### src/rtl/lct_pkg.sv
package lct_pkg;

    localparam int LCT_CODE_W = 3;

    typedef logic [LCT_CODE_W-1:0] lct_code_t;

    // Pack the scattered divider bits (3,1,0) into a contiguous code.
    function automatic lct_code_t lct_div_code(input logic [3:0] raw);
        return {raw[3], raw[1:0]};
    endfunction

    // Prescale shift: code + 1, wrapping at the code width.
    function automatic lct_code_t lct_shift(input lct_code_t code);
        return code + 1'b1;
    endfunction

endpackage

### src/rtl/lct_prescale.sv
module lct_prescale
    import lct_pkg::*;
#(
    parameter int CODE_W = LCT_CODE_W
) (
    input  logic              clk,
    input  logic              rst_n,
    input  logic              restart,
    input  logic [CODE_W-1:0] shift,
    output logic              tick
);
    localparam int PRE_W = (1 << CODE_W) - 1;

    typedef struct packed {
        logic [PRE_W-1:0] pre;
    } pre_st_t;

    pre_st_t          st_d, st_q;
    logic [PRE_W:0]   span;
    logic [PRE_W-1:0] limit;

    always_comb begin
        span  = (PRE_W+1)'(1) << shift;
        limit = PRE_W'(span - (PRE_W+1)'(1));
        tick  = (st_q.pre >= limit);
        st_d  = st_q;
        if (restart || tick) begin
            st_d.pre = '0;
        end else begin
            st_d.pre = st_q.pre + 1'b1;
        end
    end

    always_ff @(posedge clk or negedge rst_n) begin
        if (!rst_n) begin
            st_q <= '0;
        end else begin
            st_q <= st_d;
        end
    end

endmodule

### src/rtl/lct_count.sv
module lct_count #(
    parameter int CNT_W = 32,
    parameter int VEC_W = 8
) (
    input  logic             clk,
    input  logic             rst_n,
    input  logic             load,
    input  logic [CNT_W-1:0] load_val,
    input  logic             tick,
    input  logic             periodic,
    input  logic             mask,
    input  logic [VEC_W-1:0] vector,
    output logic [CNT_W-1:0] count,
    output logic             pulse,
    output logic [VEC_W-1:0] vec
);
    typedef struct packed {
        logic [CNT_W-1:0] cnt;
        logic [CNT_W-1:0] reload;
        logic             pulse;
        logic [VEC_W-1:0] vec;
    } cnt_st_t;

    cnt_st_t st_d, st_q;

    always_comb begin
        st_d       = st_q;
        st_d.pulse = 1'b0;
        if (load) begin
            st_d.cnt    = load_val;
            st_d.reload = load_val;
        end else if (tick) begin
            if (st_q.cnt != '0) begin
                st_d.cnt = st_q.cnt - 1'b1;
                if ((st_q.cnt == CNT_W'(1)) && !mask) begin
                    st_d.pulse = 1'b1;
                    st_d.vec   = vector;
                end
            end else if (periodic) begin
                st_d.cnt = st_q.reload;
            end
        end
    end

    always_ff @(posedge clk or negedge rst_n) begin
        if (!rst_n) begin
            st_q <= '0;
        end else begin
            st_q <= st_d;
        end
    end

    assign count = st_q.cnt;
    assign pulse = st_q.pulse;
    assign vec   = st_q.vec;

endmodule

### src/rtl/lct_timer.sv
module lct_timer
    import lct_pkg::*;
#(
    parameter int CNT_W = 32,
    parameter int VEC_W = 8
) (
    input  logic             clk,
    input  logic             rst_n,
    input  logic             div_wr,
    input  logic [3:0]       div_data,
    input  logic             init_wr,
    input  logic [CNT_W-1:0] init_data,
    input  logic             ent_wr,
    input  logic             ent_mask,
    input  logic             ent_periodic,
    input  logic [VEC_W-1:0] ent_vector,
    output logic [CNT_W-1:0] cur_count,
    output logic             expire_pulse,
    output logic [VEC_W-1:0] expire_vec
);
    typedef struct packed {
        lct_code_t        code;
        logic             mask;
        logic             periodic;
        logic [VEC_W-1:0] vector;
    } cfg_st_t;

    localparam cfg_st_t CFG_RST = '{code: '0, mask: 1'b1, periodic: 1'b0, vector: '0};

    cfg_st_t   cfg_d, cfg_q;
    lct_code_t shift;
    logic      tick;
    logic      ent_mask_q;
    logic      div_unused;

    assign div_unused = div_data[2];

    always_comb begin
        cfg_d = cfg_q;
        if (div_wr) begin
            cfg_d.code = lct_div_code(div_data);
        end
        if (ent_wr) begin
            cfg_d.mask     = ent_mask;
            cfg_d.periodic = ent_periodic;
            cfg_d.vector   = ent_vector;
        end
        shift = lct_shift(cfg_q.code);
    end

    always_ff @(posedge clk or negedge rst_n) begin
        if (!rst_n) begin
            cfg_q <= CFG_RST;
        end else begin
            cfg_q <= cfg_d;
        end
    end

    assign ent_mask_q = cfg_q.mask;

    lct_prescale #(.CODE_W(LCT_CODE_W)) i_prescale (
        .clk     (clk),
        .rst_n   (rst_n),
        .restart (init_wr),
        .shift   (shift),
        .tick    (tick)
    );

    lct_count #(.CNT_W(CNT_W), .VEC_W(VEC_W)) i_count (
        .clk      (clk),
        .rst_n    (rst_n),
        .load     (init_wr),
        .load_val (init_data),
        .tick     (tick),
        .periodic (cfg_q.periodic),
        .mask     (cfg_q.mask),
        .vector   (cfg_q.vector),
        .count    (cur_count),
        .pulse    (expire_pulse),
        .vec      (expire_vec)
    );

endmodule

### config.mk
export PLATFORM = sky130hd
export DESIGN_NAME = lct_timer
export DESIGN_NICKNAME = d
export VERILOG_FILES = /design/src/rtl/lct_pkg.sv /design/src/rtl/lct_prescale.sv /design/src/rtl/lct_count.sv /design/src/rtl/lct_timer.sv
export SDC_FILE = /design/constraint.sdc
export NUM_CORES = 1
export LEC_CHECK = 0
export BUFFER_PORTS_ARGS = -buffer_cell sky130_fd_sc_hd__buf_2
export CAP_MARGIN = 30
export CELL_PAD_IN_SITES_DETAIL_PLACEMENT = 0
export CELL_PAD_IN_SITES_GLOBAL_PLACEMENT = 2
export CORE_MARGIN = 2
export CORE_UTILIZATION = 39
export CTS_BUF_LIST = sky130_fd_sc_hd__clkbuf_8
export DETAILED_ROUTE_END_ITERATION = 8
export PLACE_DENSITY = 0.91
export SETUP_SLACK_MARGIN = 0.4
export SYNTH_ARGS = -nofsm -noshare
export SYNTH_HDL_FRONTEND = slang
export SYNTH_SLANG_ARGS = --single-unit
export TNS_END_PERCENT = 1
### constraint.sdc
create_clock -name clk -period 10.15 [get_ports clk]
set_input_delay 0.5075 -clock clk [delete_from_list [all_inputs] [get_ports clk]]
set_output_delay 0.5075 -clock clk [all_outputs]
set_load 0.005 [all_outputs]
==> results by group <==
Run status
  – Status: finished clean

Placement
  – Routability cong.: between 0.7 and 0.8
  – Post-place setup slack: just under 6 ns
  – Post-DP HPWL: a little over 9000 um
  – Number of port buffers: 90

Finish
  – Fin util: 43.5%
  – Nets: 631
  – Ant diodes: 0
  – P&R area growth vs syn: 8.68%
  – Share of cells above drive strength 1: between 20% and 30%

Detailed routing
  – WL/cell: around 18 um
  – DRT antenna net count: 0
  – Pre-Repair DR Iteration Count: 5
  – Vias post-DR: 4172
  – Initial drt markers: 250
  – Drt total wl: approximately 13000 um
  – # DRC: 0
  – DR vias/cell: roughly 5.6

CTS
  – Maximum clock insertion buffer count: 2
  – Num Clock Sinks: 93
  – Inserted Clock Buffers: 9
  – Clk Latency, worst-skew pair: 0.36 ns
  – CTS H-tree lvls: 3
  – CTS tree: built
  – CTS root buffer: clkbuf_8
  – Worst-path clk slew: 0.09 ns
  – Hold_buf cts: 0
  – Postcts setup bufs: 0
  – Post_cts resized: 0

STA
  – Tcrit/Tclk final: between 30% and 40%
  – Final Hold Viols: 0
  – Hold_ws: between 0.02 and 0.03 ns
  – Max_slew headroom: between 30% and 40%
  – Sum Neg Setup Slack: 0 ns
  – Final worst slack: a little over 6 ns
  – Slew @ Worst Pin: 0.943 ns
  – RSZ-0062 raised after global routing: false
  – Tmin final: between 3 and 4 ns
  – Setup violations, final: 0
  – Max Freq: 254 MHz
  – Setup Skew: between 0.01 and 0.015 ns
  – Slew Viols, Final: 0

Critical path
  – Critical Path RT: between 10 and 15 ns
  – CP cell instances: or3_1 -> ha_1 -> nor2_1 -> a21oi_1 -> nor2_1 -> a31oi_1 -> ha_1 -> nand4_1 -> o311a_1 -> a21boi_2 -> buf_4 -> nand2_1 -> o211ai_1
  – Kind of critical path: register to register
  – Setup crit start kind: register
  – CP top delay family: compound AO/OA/AOI/OAI gates
  – Critical path origin: cfg_q[11]
  – Max FO, Critical Path: 27
  – Critical Path End Type: register
  – Critical path's largest stage delay: between 0.6 and 0.7 ns
  – CP max stage cell: a21boi_2
  – RR Startpoint: cfg_q[11]
  – Worst EP arrival: ~4.2 ns
  – Critical path buffers and inverters: 1

Synthesis
  – Synth top area share: a little over two fifths
  – Syn Nets: a little under 600
  – Most area-consuming cells after synthesis: dfrtp_1, mux2_2, buf_4, o21ai_0, ha_1
  – Gate Count Post-Synth: approximately 530
  – Seq/Total Area, Yosys: 43.8%
  – Yosys top cell by area: dfrtp_1
  – Avg Synthesized Cell Area: between 9 and 10 um^2
  – Unique masters post-synth: between 60 and 70
  – Synth top cells by count: dfrtp_1, o21ai_0, buf_4, mux2_2, nor2_1
  – Synth Flop Type: dfrtp_1
  – Yosys reg bits: 93
  – Yosys warning total: 0
  – Post-synth EDFFs: 0
  – Synth Cell Area: between 5000 and 6000 um^2
  – Async set-reset flop share out of synthesis: 100%
  – Cell with the most instances after synthesis: dfrtp_1

Floorplanning
  – Die area: 14600 um^2
  – Core box area: ~13000 um^2
  – Initial Utilization: between 30% and 40%
  – Die Ht: about 120 um
  – Die width: about 120 um
  – Num rows: 42
  – IO Count: 92

GRT
  – GRT Util Overall: between 10% and 20%
  – Number of global-route vias before repair: about 4100
  – First-pass GRT wire length: about 22000 um
  – Largest net degree at the start of global routing: slightly below 80
  – Initial antenna violation count: 0
  – Gr ovfl total: 0

Power and ir drop
  – Pleak: approximately 2.5 nW
  – PD cells: 143 nW/um^2
  – Maximum vdd ir drop: ~0.00007 V

Hold path
  – Hold Crit Class: input pin to async pin

Flow run
  – Max cap viols: 0
## metal layers
metal | share of wire [%] | GRT usage, %
met1 | 46 | 25.6
met4 | 1.4 | 5.16
met2 | 48 | 30.6
met3 | 3.9 | 3.63
met5 | 0 | 0
## report_power, final
part	internal [mW]	switching [mW]	total [mW]
registers	0.409	0.0439	0.453
logic	0.0753	0.0855	0.161
clock network	0.0912	0.123	0.214
total	0.575	0.252	0.827
## cells by family (layout without fill, tap and decap cells)
family / count (synthesis) / after routing / synth area share, %
and+or+nand+nor: 151 / 151 / 15.6
AOI/OAI and AO/OA: 131 / 131 / 16.8
DFF: 93 / 93 / 43.8
buffers and inverters: 89 / 127 / 9.39
muxes: 44 / 44 / 9.27
xor gates and xnor gates: 14 / 14 / 2.31
adders and majority gates: 12 / 12 / 2.82
## flip-flops by register name, summed over array words and instances, names as in the netlist
name	count
cfg_q	12
ent_mask_q	1
i_count.count	32
i_count.pulse	1
i_count.st_q	32
i_count.vec	8
i_prescale.st_q	7
## cell type report
class | count | area (um^2)
Multi-Input combinational cell | 352 | 2490
Tap cell | 176 | 220
Timing Repair Buffer | 96 | 518
Clock inverter | 5 | 21.3
Sequential cell | 93 | 2330
Fill cell | 1314 | 7520
Inverter | 16 | 60.1
Clock buffer | 10 | 138
## path summary, 6_finish.rpt
check,to,slack [ns],cells after the start
max reg2reg,i_count.count[1],6.22,13
max,i_count.count[1],6.22,13
max in group asynchronous,ent_mask_q,9.27,3
min,i_count.st_q[32],0.03,1
min reg2reg,i_prescale.st_q[0],0.50,1
min in group clk,i_count.st_q[10],0.38,3
## per-stage QoR
stage / power [mW] / area [um^2] / instances
after detailed placement: 0.621 / 5590 / 732
after global placement: 0.612 / 5590 / 732
after CTS: 0.835 / 5750 / 747
after global routing: 0.878 / 5780 / 748
after floorplan: 0.574 / 5320 / 534
final: 0.827 / 5780 / 748
## worst register-to-register path, delay by kind of cell, from the launching register on
kind,cells,cell delay (ns)
buffers and inverters,1,0.41
and+or+nand+nor,5,0.94
adders and majority gates,2,0.61
AOI/OAI and AO/OA,5,1.41
DFF,1,0.47
## layout by cell type (no fill, tap or decap), drive strengths merged, types with 13 or more instances in the layout
master / instances
dfrtp: 92
a211oi: 13
nor3: 19
mux2: 42
inv: 18
nand2: 30
o2bb2ai: 16
o21ai: 49
nor4: 17
buf: 96
nor2: 34
(Power assumes the default switching activity.)
